<file path="src/rtl/irqc_pkg.sv">
package irqc_pkg;
    localparam int unsigned IRQ_N    = 8;
    localparam int unsigned IDX_W    = $clog2(IRQ_N);
    localparam int unsigned BUS_W    = 8;
    localparam logic [BUS_W-1:0] VEC_BASE = 8'd8;
    localparam logic [BUS_W-1:0] EOI_CMD  = 8'h20;
endpackage

</file>
<file path="src/rtl/irqc_sync.sv">
module irqc_sync #(
    parameter int unsigned N = 8
) (
    input  logic         clk,
    input  logic         rst_n,
    input  logic [N-1:0] raw_i,
    output logic [N-1:0] rise_o
);
    for (genvar g = 0; g < N; g++) begin : g_lane
        logic [2:0] sh_q;
        logic [2:0] sh_d;
        always_comb begin
            sh_d = {sh_q[1:0], raw_i[g]};
        end
        always_ff @(posedge clk) begin
            if (!rst_n) sh_q <= '0;
            else        sh_q <= sh_d;
        end
        assign rise_o[g] = sh_q[1] & ~sh_q[2];
    end
endmodule

</file>
<file path="src/rtl/irqc_pick.sv">
module irqc_pick #(
    parameter int unsigned N = 8,
    localparam int unsigned W = $clog2(N)
) (
    input  logic [N-1:0] req_i,
    output logic         any_o,
    output logic [W-1:0] idx_o,
    output logic [N-1:0] upto_o
);
    always_comb begin
        any_o = 1'b0;
        idx_o = '0;
        for (int i = N - 1; i >= 0; i--) begin
            if (req_i[i]) begin
                any_o = 1'b1;
                idx_o = W'(i);
            end
        end
        for (int i = 0; i < N; i++) begin
            upto_o[i] = (W'(i) <= idx_o);
        end
    end
endmodule

</file>
<file path="src/rtl/irqc.sv">
module irqc
    import irqc_pkg::*;
#(
    parameter int unsigned N_IRQ = IRQ_N,
    parameter int unsigned DW    = BUS_W,
    localparam int unsigned IW   = $clog2(N_IRQ)
) (
    input  logic             clk,
    input  logic             rst_n,
    input  logic [N_IRQ-1:0] irq_i,
    output logic             int_o,
    input  logic             ack_i,
    output logic [DW-1:0]    vec_o,
    output logic             vec_valid_o,
    input  logic             addr_i,
    input  logic             wr_en_i,
    input  logic [DW-1:0]    wdata_i,
    output logic [DW-1:0]    rdata_o
);
    typedef struct packed {
        logic [N_IRQ-1:0] pend;
        logic [N_IRQ-1:0] isr;
        logic [N_IRQ-1:0] mask;
    } state_t;

    state_t st_q, st_d;

    logic [N_IRQ-1:0] rise;
    logic             p_any, s_any;
    logic [IW-1:0]    p_idx, s_idx;
    logic [N_IRQ-1:0] p_upto, s_upto;
    logic             take, eoi;
    logic [N_IRQ-1:0] take_bit, eoi_bit;

    logic [N_IRQ-1:0] pend_q, isr_q, mask_q;
    assign pend_q = st_q.pend;
    assign isr_q  = st_q.isr;
    assign mask_q = st_q.mask;

    irqc_sync #(.N(N_IRQ)) u_sync (
        .clk    (clk),
        .rst_n  (rst_n),
        .raw_i  (irq_i),
        .rise_o (rise)
    );

    irqc_pick #(.N(N_IRQ)) u_pick_pend (
        .req_i  (st_q.pend),
        .any_o  (p_any),
        .idx_o  (p_idx),
        .upto_o (p_upto)
    );

    irqc_pick #(.N(N_IRQ)) u_pick_isr (
        .req_i  (st_q.isr),
        .any_o  (s_any),
        .idx_o  (s_idx),
        .upto_o (s_upto)
    );

    always_comb begin
        st_d        = st_q;
        int_o       = p_any && ((st_q.isr & p_upto) == '0);
        take        = ack_i && int_o;
        eoi         = wr_en_i && !addr_i && (wdata_i == DW'(EOI_CMD));
        take_bit    = take ? (N_IRQ'(1) << p_idx) : '0;
        eoi_bit     = (eoi && s_any) ? (N_IRQ'(1) << s_idx) : '0;
        vec_valid_o = take;
        vec_o       = take ? (DW'(VEC_BASE) + DW'(p_idx)) : '0;
        rdata_o     = addr_i ? DW'(st_q.mask) : DW'(st_q.pend);

        // new edges win over the acknowledge clear on the same input
        st_d.pend = (st_q.pend & ~take_bit) | (rise & ~st_q.mask);
        st_d.isr  = (st_q.isr & ~eoi_bit) | take_bit;
        if (wr_en_i && addr_i) begin
            st_d.mask = wdata_i[N_IRQ-1:0];
        end
    end

    always_ff @(posedge clk) begin
        if (!rst_n) begin
            st_q.pend <= '0;
            st_q.isr  <= '0;
            st_q.mask <= '1;
        end else begin
            st_q <= st_d;
        end
    end

    logic unused_upto;
    assign unused_upto = ^s_upto;
endmodule

</file>
<file path="config.mk">
export PLATFORM = sky130hd
export DESIGN_NAME = irqc
export DESIGN_NICKNAME = d
export VERILOG_FILES = /design/src/rtl/irqc_pkg.sv /design/src/rtl/irqc_sync.sv /design/src/rtl/irqc_pick.sv /design/src/rtl/irqc.sv
export SDC_FILE = /design/constraint.sdc
export NUM_CORES = 1
export LEC_CHECK = 0
export BUFFER_PORTS_ARGS = -buffer_cell sky130_fd_sc_hd__buf_4
export CAP_MARGIN = 10
export CORE_MARGIN = 4
export CORE_UTILIZATION = 45
export CTS_CLUSTER_DIAMETER = 200
export DETAILED_ROUTE_END_ITERATION = 10
export PLACE_DENSITY = 0.66
export SLEW_MARGIN = 5
export SYNTH_ARGS = -nofsm -noshare
export SYNTH_HDL_FRONTEND = slang
export SYNTH_SLANG_ARGS = --single-unit
export TNS_END_PERCENT = 30
</file>
<file path="constraint.sdc">
create_clock -name clk -period 4.14 [get_ports clk]
set_input_delay 0.414 -clock clk [delete_from_list [all_inputs] [get_ports clk]]
set_output_delay 0.414 -clock clk [all_outputs]
set_load 0.01 [all_outputs]
</file>
# Yosys cells after proc, flatten, opt, wreduce, memory -nomap -nowiden
# Index checks and enable logic that the tools add are counted.
[classes]
bitwise_logic = 25
magnitude_cmp = 8
reduce_logical = 8
eq_ne = 1
n_mux = 36
shifts = 2
add_sub_neg = 1
[ops]
columns = ["operator", "count"]
rows = [
  ["3-bit 2-to-1 mux", 16],
  ["8-bit bitwise AND", 4],
  ["8-bit 2-to-1 mux", 3],
  ["8-bit inverter", 3],
  ["1-bit 2-to-1 mux", 16],
  ["8-bit bitwise OR", 2],
  ["1-bit by 3-bit left shift with 8-bit output, first input constant", 2],
  ["3-bit <= comparator, first input constant", 4],
  ["1-bit bitwise AND", 8],
  ["8-bit by 6-bit equality test with 1-bit output, second input constant", 1],
  ["8-bit logical NOT", 1],
  ["1-bit inverter", 8],
  ["1-bit by 3-bit <= comparator with 1-bit output, first input constant", 2],
  ["2-bit by 3-bit <= comparator with 1-bit output, first input constant", 2],
  ["1-bit logical AND", 6],
  ["4-bit by 3-bit adder with 5-bit output, first input constant", 1],
  ["5-bit 2-to-1 mux", 1],
  ["1-bit logical NOT", 1],
]
[word_totals]
register_bits = 48

# Longest topological paths before layout
# Gate-level depths: netlist of run 1.
[depth]
word_depth = 17
mapped_depth = 9

# Cells and area by module
# A second synthesis of run 1 with hierarchy kept.
[hier_totals]
hier_cells = 257
area_unflattened_um2 = 2282.2
[modules_own_cells]
columns = ["mod", "cells_each", "seq_area_each_um2", "area_each_um2", "n_inst"]
rows = [
  ["irqc", 141, 480.5, 1217.4, 1],
  ["irqc_sync", 58, 480.5, 714.4, 1],
  ["irqc_pick", 29, 0.0, 175.2, 2],
]

# Least setup slack after synthesis of run 1
# Ideal clock, no wire load.
[synth_timing]
path_type = "flip-flop to output port"
start = "register st_q (netlist bit pend_q[4])"
end = "output port vec_o[0]"
required_time_ns = 3.726
setup_slack_ns = 1.617
stages_incl_launch_ff = 8
arrival_ns = 2.109
path_cell_list = "dfxtp_1 > or4_4 > nor3_2 > nor2_1 > or3_1 > buf_2 > or4_4 > inv_1"
[synth_via]
elab_chain_cells = 11
elab_cells_between_ends = 24
cone_classes = "add/sub (1); order compare (8); mux (11); bitwise (1); reduce/logical (3)"
[synth_rtl]
columns = ["element", "line_no", "source"]
rows = [
  ["start, declared", "irqc.sv:26", "state_t st_q, st_d;"],
  ["start signal, assigned", "irqc.sv:86", "st_q <= st_d;"],
  ["3-bit 2-to-1 mux (5 in series)", "irqc_pick.sv:14", "if (req_i[i]) begin"],
  ["1-bit by 3-bit <= comparator with 1-bit output, or another cell as far along", "irqc_pick.sv:20", "upto_o[i] = (W'(i) <= idx_o);"],
  ["8-bit bitwise AND", "irqc.sv:63", "int_o = p_any && ((st_q.isr & p_upto) == '0);"],
  ["8-bit logical NOT", "irqc.sv:63", ""],
  ["1-bit logical AND", "irqc.sv:63", ""],
  ["1-bit logical AND", "irqc.sv:64", "take = ack_i && int_o;"],
  ["5-bit 2-to-1 mux *", "irqc.sv:69", "vec_o = take ? (DW'(VEC_BASE) + DW'(p_idx)) : '0;"],
  ["end, declared", "irqc.sv:13", "output logic [DW-1:0] vec_o,"],
]
# Mark *: on every way between the ends. The rest lies on a longest branch, timed or not.

# Final worst setup path of run 1
# Ends and elaborated chain as after synthesis.

==> impl_metrics.tcl, run 1 <==
set metrics [dict create \
    outcome "finished, final reports clean" \
    start_util_pct 46.2 \
    synth_edf_count 0 \
    fin_setup_tns_ps 0 \
    avgSynthCellArea_sq_um 8.74 \
    synth_top_area_share_pct 47.8 \
    drt-total-wl_microns 4100 \
    crit_type "register to output pin" \
    r2r-end "pend_q[1]" \
    rrSetupSlack_ps 1600 \
    netlist_area_sq_um 2010 \
    htreeDepth 2 \
    cts_tree "built" \
    ys_warn_count 0 \
    drive_above_1_share_pct 21.2 \
    busiest_layer "met2" \
    numCtsBuffers 5 \
    start_kind "register" \
    clockBufferDepth 2 \
    met1_usage_pct 23.1 \
    cp.required_ps 3730 \
    slew_headroom_pct 60.5 \
    critPathTopFamily "simple AND/OR/NAND/NOR gates" \
    p_per_area_nw_per_um2 404 \
    cp_num_buf_inv 2 \
    drc 0 \
    drv_slew 0 \
    gp_routability_congestion 0.886 \
    ys_top_cells_by_area "dfxtp_1 48%, and2_1 7.8%, nand3_1 5.2%" \
    hold_viol 0 \
    layout_common_cells "48 x dfxtp_1, 34 x buf_4, 25 x and2_1, 24 x nand2_1, 21 x nand3_1" \
    critical_path.max_stage_delay_ps 570 \
    fp-row-count 24 \
    port_buffers 34 \
    dp_hpwl_microns 3030 \
    maxClockFrequency_mhz 322 \
    syn2layout_area_growth_pct 19.1 \
    nets 280 \
    grt_max_degree 54 \
    first_global_vias 1503 \
    p_total_mw 0.968 \
    drt_iter0_drc 179 \
    core_sq_um 4350 \
    worstReg2RegStart "pend_q[4]" \
    ant_nets 0 \
    synth_seq_cells 48 \
    tightest_slew_ps 587 \
    rr_worst_depth 6 \
    via_per_inst 5.22 \
    crit_path_end_kind "output pin" \
    io_pins 39 \
    postSynthCellCount 230 \
    yosys.area.top_type "dfxtp_1" \
    clk_latency_ps 300 \
    slowest_stage "or4_4" \
    firstDrtPassIters 4 \
    seq_area_frac_synth_pct 47.8 \
    antenna-diode-count 0 \
    placedCellCount 304 \
    cts_hold_buf 0 \
    crit_chain "or4_4 > nor3_2 > nor2_1 > or3_1 > or4_4 > inv_1 > buf_4" \
    post_cts_buffers 0 \
    drt-wirelength-per-cell_microns 13.2 \
    die_h_microns 74.8 \
    layout_commonest_cell "dfxtp_1" \
    min_period_over_period_pct 75.1 \
    cp_max_fo 8 \
    yosysUniqueCellTypes 40 \
    cts-resized-gates 0 \
    grt_pass1_wl_microns 7080 \
    setup_viol 0 \
    hp-class "input pin to register" \
    hp-start "irq_i[6]" \
    antenna_found_initial 0 \
    cts-root-buf "clkbuf_8" \
    clkSinkCount 48 \
    min_to "u_sync.g_lane[6].sh_q[0]" \
    skew_ps 6.06 \
    rsz0062_at_grt "no" \
    met2_usage_pct 24.6 \
    drv_cap 0 \
    grtUsageMet3_pct 5.47 \
    ys.flop_type "dfxtp_1" \
    design.die.area_sq_um 5600 \
    final_cells 311 \
    path_common_cell "or4_4" \
    grt_usage_pct 16.5 \
    clk_pin_slew_worst_paths_ps 80 \
    p_leak_nw 1.01 \
    cp_data_arrival_time_ps 2700 \
    whs_path_depth 2 \
    die_width_microns 74.8 \
    synthArstFlopShare_pct 0 \
    gr-total-overflow 0 \
    fin_crit_ps 3110 \
    num_vias 1623 \
    vdd_drop_max_mv 0.252 \
]
how the worst max path moves through the flow:
| stage | endpoint | cells past startpoint | start |
|---|---|---|---|
| after global routing | vec_o[2] | 7 | pend_q[2] |
| after detailed placement | vec_o[0] | 7 | pend_q[4] |
| after global placement | vec_o[2] | 7 | pend_q[2] |
| final | vec_o[0] | 7 | pend_q[4] |
| after floorplan | vec_o[0] | 7 | pend_q[4] |
| after CTS | vec_o[0] | 7 | pend_q[4] |
per-stage QoR:
step / setup slack [ps] / hold slack [ps] / area [sq um] / util, %
CTS: 1020 / 310 / 2390 / 55.0
finish: 1030 / 322 / 2390 / 55.0
detailed placement: 1360 / 418 / 2270 / 52.0
global placement: 1340 / 410 / 2270 / 52.0
global route: 652 / 302 / 2390 / 55.0
floorplan: 1620 / 406 / 2020 / -
worst reg2reg max path: cells and delay by family (launching register included):
kind,cells,cell delay (ps)
AO/OA/AOI/OAI,1,280
flip-flops,1,350
AND/OR/NAND/NOR,5,1810
Yosys cell counts, drive strengths merged (4+ instances only):
| master | n |
|---|---|
| dfxtp | 48 |
| and2 | 25 |
| nand2 | 24 |
| nand3 | 21 |
| o21ai | 18 |
| nor2 | 10 |
| clkbuf | 9 |
| a21oi | 8 |
| buf | 6 |
| mux2 | 6 |
| nor3 | 6 |
| inv | 4 |
| nor2b | 4 |
| nor4 | 4 |
final cells by class:
type	instances	area (sq um)
Clock inverter	2	60.1
Multi-Input combinational cell	166	970
Inverter	4	15.0
Fill cell	420	1960
Sequential cell	48	961
Tap cell	52	65.1
Timing Repair Buffer	34	255
Clock buffer	5	68.8
per-layer routing:
layer	share of wire, %	vias up
li1	-	844
met1	48	731
met2	46	46
met3	5.9	2
met4	0.37	0
met5	0	-
power breakdown:
part           switching [mW]  internal [mW]
combinational          0.0480         0.0479
sequential            0.00973          0.478
clock                   0.146          0.237
logic make-up after synthesis:
group	synth area share, %
muxes	3.36
and+or+nand+nor	31.5
AOI/OAI and AO/OA	12.6
other	0.187
DFF	47.8
buffers and inverters	4.54
flip-flops by register name, summed over array words and instances (netlist names):
signal and cells:
pend_q 8, u_sync.g_lane.sh_q 24, isr_q 8, mask_q 8
Note: power is estimated with default switching activity, not from simulation.
==> run 2, diff against run 1 <==
ABC_AREA = 1   (was default)
PLACE_DENSITY = 0.68   (was 0.66)
clock period = 2.5 ns   (was 4.14 ns; I/O delays follow)
==> run 2 against run 1 <==
  * Critical path depth is 8 higher
  * Utilization is 1.1 points higher
  * Die area is 6.4% higher
  * Via count is 13% higher
  * Synthesized cell count is 31% higher
  * Cell count is 23% higher
  * Register-to-register slack worse by 880 ps
  * Sequential share of layout area is 2.1 points lower
  * Sequential power is 65% higher
==> impl_metrics.tcl, run 2 <==
set metrics [dict create \
    outcome "finished, final reports clean" \
    num_vias 1839 \
    htreeDepth 2 \
    gp_routability_congestion 0.918 \
    post-place-ws_ps 597 \
    yosysMostFrequentCell "nand2_1" \
    drv_slew 0 \
    start_util_pct 47.9 \
    fp-row-count 24 \
    top_register "u_sync.g_lane.sh_q" \
    drv_cap 0 \
    vdd_drop_max_mv 0.322 \
    gr-total-overflow 0 \
    avgSynthCellArea_sq_um 7.16 \
    cts-root-buf "clkbuf_8" \
    clockBufferDepth 2 \
    layout_common_cells "76 x nand2_1, 55 x inv_1, 48 x dfxtp_1, 34 x buf_4, 18 x a21oi_1" \
    crit_chain "inv_2 > nand2_1 > nand2_1 > nand2_1 > nand2_1 > nand2_1 > nand2_1 > nand2_1 > a21oi_2 > nor2_4 > nand2_2 > inv_2 > nand2_4 > nor2_1 > buf_4" \
    tightest_slew_ps 514 \
    drt_iter0_drc 94 \
    drt-total-wl_microns 4320 \
    synthXorXnorAreaFrac_pct 0 \
    ys_top_cells_by_area "dfxtp_1 45%, nand2_1 13%, inv_1 9.6%" \
    layout_commonest_cell "nand2_1" \
    synthMuxAreaShare_pct 0 \
    rrSetupSlack_ps 720 \
    rr_worst_depth 13 \
    fin_crit_ps 2240 \
    p_int_mw 1.17 \
    port_buffers 34 \
    fin_util_pct 56.1 \
    numCtsBuffers 5 \
    synth_adder_area_share_pct 0 \
    io_pins 39 \
    synth_top_family_by_area "simple AND/OR/NAND/NOR gates" \
    yosys.area_share.simple_pct 29.8 \
    switching_share_pct 24.8 \
    start_kind "register" \
    design.die.area_sq_um 5960 \
    clk_pin_slew_worst_paths_ps 90 \
    cts-resized-gates 0 \
    final.fill_count 429 \
    firstDrtPassIters 4 \
    antenna-diode-count 0 \
    core_sq_um 4500 \
    path_common_cell "nand2_1" \
    seq_area_frac_synth_pct 44.6 \
    synthTopCellsByCount "76 x nand2_1, 55 x inv_1, 48 x dfxtp_1" \
    syn2layout_area_growth_pct 17.2 \
    cp_data_arrival_time_ps 1990 \
    slowest_stage "dfxtp_1" \
    whs_path_depth 3 \
    postSynthCellCount 301 \
    worst_slack_ps 264 \
    fin_hold_ws_ps 124 \
    cp_max_fo 9 \
    grt_max_degree 34 \
    grt_pass1_wl_microns 7340 \
    hp-start "irq_i[7]" \
    power_frac_comb_pct 11.8 \
    min_to "u_sync.g_lane[7].sh_q[0]" \
    cts_tree "built" \
    setup_viol 0 \
    dp_hpwl_microns 3340 \
    drc 0 \
    clkSinkCount 48 \
    via_per_inst 4.79 \
    grt_usage_pct 15.1 \
    ys.flop_type "dfxtp_1" \
    ys_warn_count 0 \
    critPathTopFamily "simple AND/OR/NAND/NOR gates" \
    synth_compound_area_share_pct 11.7 \
    yosys.area.top_type "dfxtp_1" \
    cp.required_ps 2250 \
    hp-class "input pin to register" \
    rsz0062_at_grt "no" \
    synth_seq_cells 48 \
    min_period_over_period_pct 89.4 \
    critical_path.max_stage_delay_ps 350 \
    yosysUniqueCellTypes 25 \
    cts_hold_buf 0 \
    synth_top_area_share_pct 44.6 \
    p_switching_mw 0.386 \
    maxClockFrequency_mhz 447 \
    synth_edf_count 0 \
    placedCellCount 376 \
    skew_ps 6.36 \
    regArea_sq_um 961 \
    worstReg2RegStart "pend_q[6]" \
    nets 352 \
    largest_reg_flops 24 \
    slew_headroom_pct 65.7 \
    crit_type "register to output pin" \
    clkPwrFrac_pct 36.4 \
    p_per_area_nw_per_um2 616 \
    clk_latency_ps 300 \
    first_global_vias 1624 \
    drive_above_1_share_pct 20.8 \
    multi_input_area_sq_um 910 \
    p_leak_nw 1.32 \
    ant_nets 0 \
    die_h_microns 77.2 \
    hold_viol 0 \
    r2r-end "pend_q[4]" \
    antenna_found_initial 0 \
    cp_num_buf_inv 3 \
    fin_setup_tns_ps 0 \
    crit_path_end_kind "output pin" \
    p_seq_share_pct 51.8 \
    final_cells 384 \
    post_cts_buffers 0 \
    die_width_microns 77.2 \
    drt-wirelength-per-cell_microns 11.3 \
    netlist_area_sq_um 2160 \
    synthArstFlopShare_pct 0 \
]
==> run 2: cell count changes in the layout (fill, tap and decap cells not counted), moves of 10 or more <==
cell / change
a21oi_1: +10
and2_1: -25
inv_1: +51
nand2_1: +52
nand3_1: -16
nand4_1: +12
==> run 2: worst max path at each step <==
stage / to / cells past startpoint / slack (ps) / startpoint
detailed placement: vec_o[1] / 15 / 600 / pend_q[6]
finish: vec_o[2] / 15 / 260 / pend_q[6]
floorplan: vec_o[3] / 12 / 720 / pend_q[4]
CTS: vec_o[1] / 15 / 250 / pend_q[6]
global placement: vec_o[2] / 15 / 610 / pend_q[6]
global route: vec_o[2] / 15 / 9 / pend_q[6]
==> run 2: layer usage <==
metal  part of all wire, %  up-vias  track usage [%]
met5                     0        -                0
met4                   2.1        0             5.52
met3                   6.3        8             4.10
met2                    46       61             24.2
met1                    46      780             19.5
li1                      -      990                -
==> run 2: power by group through the flow <==
stage / logic (mW) / registers (mW) / clock network, mW
2_1_floorplan: 0.124 / 0.820 / 0
3_3_place_gp: 0.182 / 0.824 / 0
3_5_place_dp: 0.185 / 0.824 / 0
4_1_cts: 0.185 / 0.806 / 0.585
5_1_grt: 0.207 / 0.810 / 0.627
6_report: 0.183 / 0.806 / 0.566
==> run 2: cell type report <==
| class | instances | area share (%) |
|---|---|---|
| Tap cell | 52 | 2.57 |
| Timing Repair Buffer | 34 | 10.1 |
| Clock inverter | 3 | 1.83 |
| Inverter | 59 | 8.76 |
| Multi-Input combinational cell | 183 | 36.0 |
| Clock buffer | 5 | 2.72 |
| Sequential cell | 48 | 38.0 |
==> run 2: worst reg2reg max path, stage by stage (launching register included) <==
cell and delay (ps):
dfxtp_1 350, inv_2 60, nand2_1 50, nand2_1 40, nand2_1 60, nand2_1 70
nand2_1 120, nand2_1 60, nand2_1 160, a21oi_2 100, nor2_4 220, nand4_1 200
nand2_1 110, a21oi_1 60
==> run 2: kinds of logic after synthesis <==
logic type	Yosys count
AOI/OAI and AO/OA	45
other	1
buffers and inverters	73
and+or+nand+nor	134
DFF	48
==> run 2: stage by stage <==
step                      cell area [sq um]  power (mW)
after global routing                   2530        1.64
after floorplan                        2170       0.945
final                                  2530        1.56
after global placement                 2410        1.01
after detailed placement               2410        1.01
after CTS                              2530        1.58
==> run 3, diff against run 2 <==
CTS_BUF_LIST = sky130_fd_sc_hd__clkbuf_16   (was default)
==> run 3 against run 2 <==
  * Register-to-register slack is essentially flat
  * Clock skew is 2.9 ps lower
  * Design area is 2.2% higher
  * Largest cell class unchanged
  * Highest routed layer unchanged
==> impl_metrics.tcl, run 3 (synthesized netlist as in run 2, its figures left out) <==
set metrics [dict create \
    grt_max_degree 34 \
    gr-total-overflow 0 \
    numCtsBuffers 5 \
    grt_usage_pct 15.6 \
    drv_cap 0 \
    start_kind "register" \
    clkSinkCount 48 \
    antenna-diode-count 0 \
    outcome "finished, final reports clean" \
    cp_max_fo 9 \
    dp_hpwl_microns 3340 \
    rsz0062_at_grt "no" \
    ant_nets 0 \
    die_width_microns 77.2 \
    cp_data_arrival_time_ps 1990 \
    fp-row-count 24 \
    top_register "u_sync.g_lane.sh_q" \
    placed_area_sq_um 2410 \
    slew_headroom_pct 66.5 \
    fin_hold_ws_ps 136 \
    vdd_drop_max_mv 0.467 \
    regArea_sq_um 961 \
    clk_pin_slew_worst_paths_ps 70 \
    antenna_found_initial 0 \
    layout_commonest_cell "nand2_1" \
    multi_input_area_sq_um 910 \
    clk_latency_ps 290 \
    cts_tree "built" \
    p_leak_nw 1.34 \
    p_per_area_nw_per_um2 682 \
    crit_path_end_kind "output pin" \
    final.fill_count 420 \
    hold_viol 0 \
    firstDrtPassIters 4 \
    port_buffers 34 \
    hp-class "input pin to register" \
    stdcell_area_sq_um 2580 \
    post_cts_buffers 0 \
    drc 0 \
    largest_reg_flops 24 \
    io_pins 39 \
    drive_above_1_share_pct 20.8 \
    num_vias 1848 \
    fin_setup_tns_ps 0 \
    fin_crit_ps 2240 \
    syn2layout_area_growth_pct 19.8 \
    cts_hold_buf 0 \
    htreeDepth 2 \
    grt_pass1_wl_microns 7420 \
    start_util_pct 47.9 \
    nets 352 \
    cts-resized-gates 0 \
    cts-root-buf "clkbuf_16" \
    core_sq_um 4500 \
    crit_type "register to output pin" \
    die_h_microns 77.2 \
    rrSetupSlack_ps 710 \
    cp.required_ps 2250 \
    drt_iter0_drc 87 \
    maxClockFrequency_mhz 447 \
    gp_routability_congestion 0.918 \
    setup_viol 0 \
    via_per_inst 4.81 \
    drt-wirelength-per-cell_microns 11.4 \
    design.die.area_sq_um 5960 \
    drt-total-wl_microns 4380 \
    first_global_vias 1637 \
    skew_ps 3.44 \
    clockBufferDepth 2 \
    worst_slack_ps 264 \
    tightest_slew_ps 502 \
    min_period_over_period_pct 89.5 \
    post-place-ws_ps 597 \
    layout_common_cells "76 x nand2_1, 55 x inv_1, 48 x dfxtp_1, 34 x buf_4, 18 x a21oi_1" \
    drv_slew 0 \
]
[run 3: path summary, 6_finish.rpt]
check / start / endpoint / cells past startpoint
hold / removal: irq_i[7] / u_sync.g_lane[7].sh_q[0] / 3
setup reg to reg: pend_q[6] / pend_q[4] / 13
hold reg to reg: u_sync.g_lane[5].sh_q[0] / u_sync.g_lane[5].sh_q[1] / 2
setup / recovery: pend_q[6] / vec_o[2] / 15
[run 3: layer usage]
metal	track usage [%]	wire length [microns]	share of wire [%]
met5	0	0	0
met4	7.12	121	2.8
met3	5.15	287	6.5
met2	24.5	1970	45
met1	19.4	2010	46
[run 3: area by class of cell]
type | instances | area share, %
clock buffers | 5 | 4.84
inverters | 59 | 8.57
multi-input cells | 183 | 35.2
flip-flops and latches | 48 | 37.2
clock inverters | 3 | 1.79
well taps | 52 | 2.52
repair buffers | 34 | 9.88
[run 3: worst max-delay path: stages, from the launching register on]
cell and delay (ps):
dfxtp_1 350, inv_2 60, nand2_1 50, nand2_1 40, nand2_1 60, nand2_1 70, nand2_1 120, nand2_1 60
nand2_1 160, a21oi_2 100, nor2_4 220, nand2_2 70, inv_2 80, nand2_4 50, nor2_1 80, buf_4 120
[run 3: power by group]
part | internal (mW) | leakage [nW] | switching, mW
sequential | 0.793 | 0.393 | 0.0140
combinational | 0.0759 | 0.868 | 0.108
clock | 0.475 | 0.0804 | 0.296
total | 1.34 | 1.34 | 0.418
[run 3: through the flow]
step | power [mW] | std cells | util (%)
after CTS | 1.78 | 384 | 57.4
after floorplan | 0.945 | 304 | -
final | 1.76 | 384 | 57.4
after global routing | 1.84 | 384 | 57.4
after global placement | 1.01 | 376 | 53.6
after detailed placement | 1.01 | 376 | 53.6
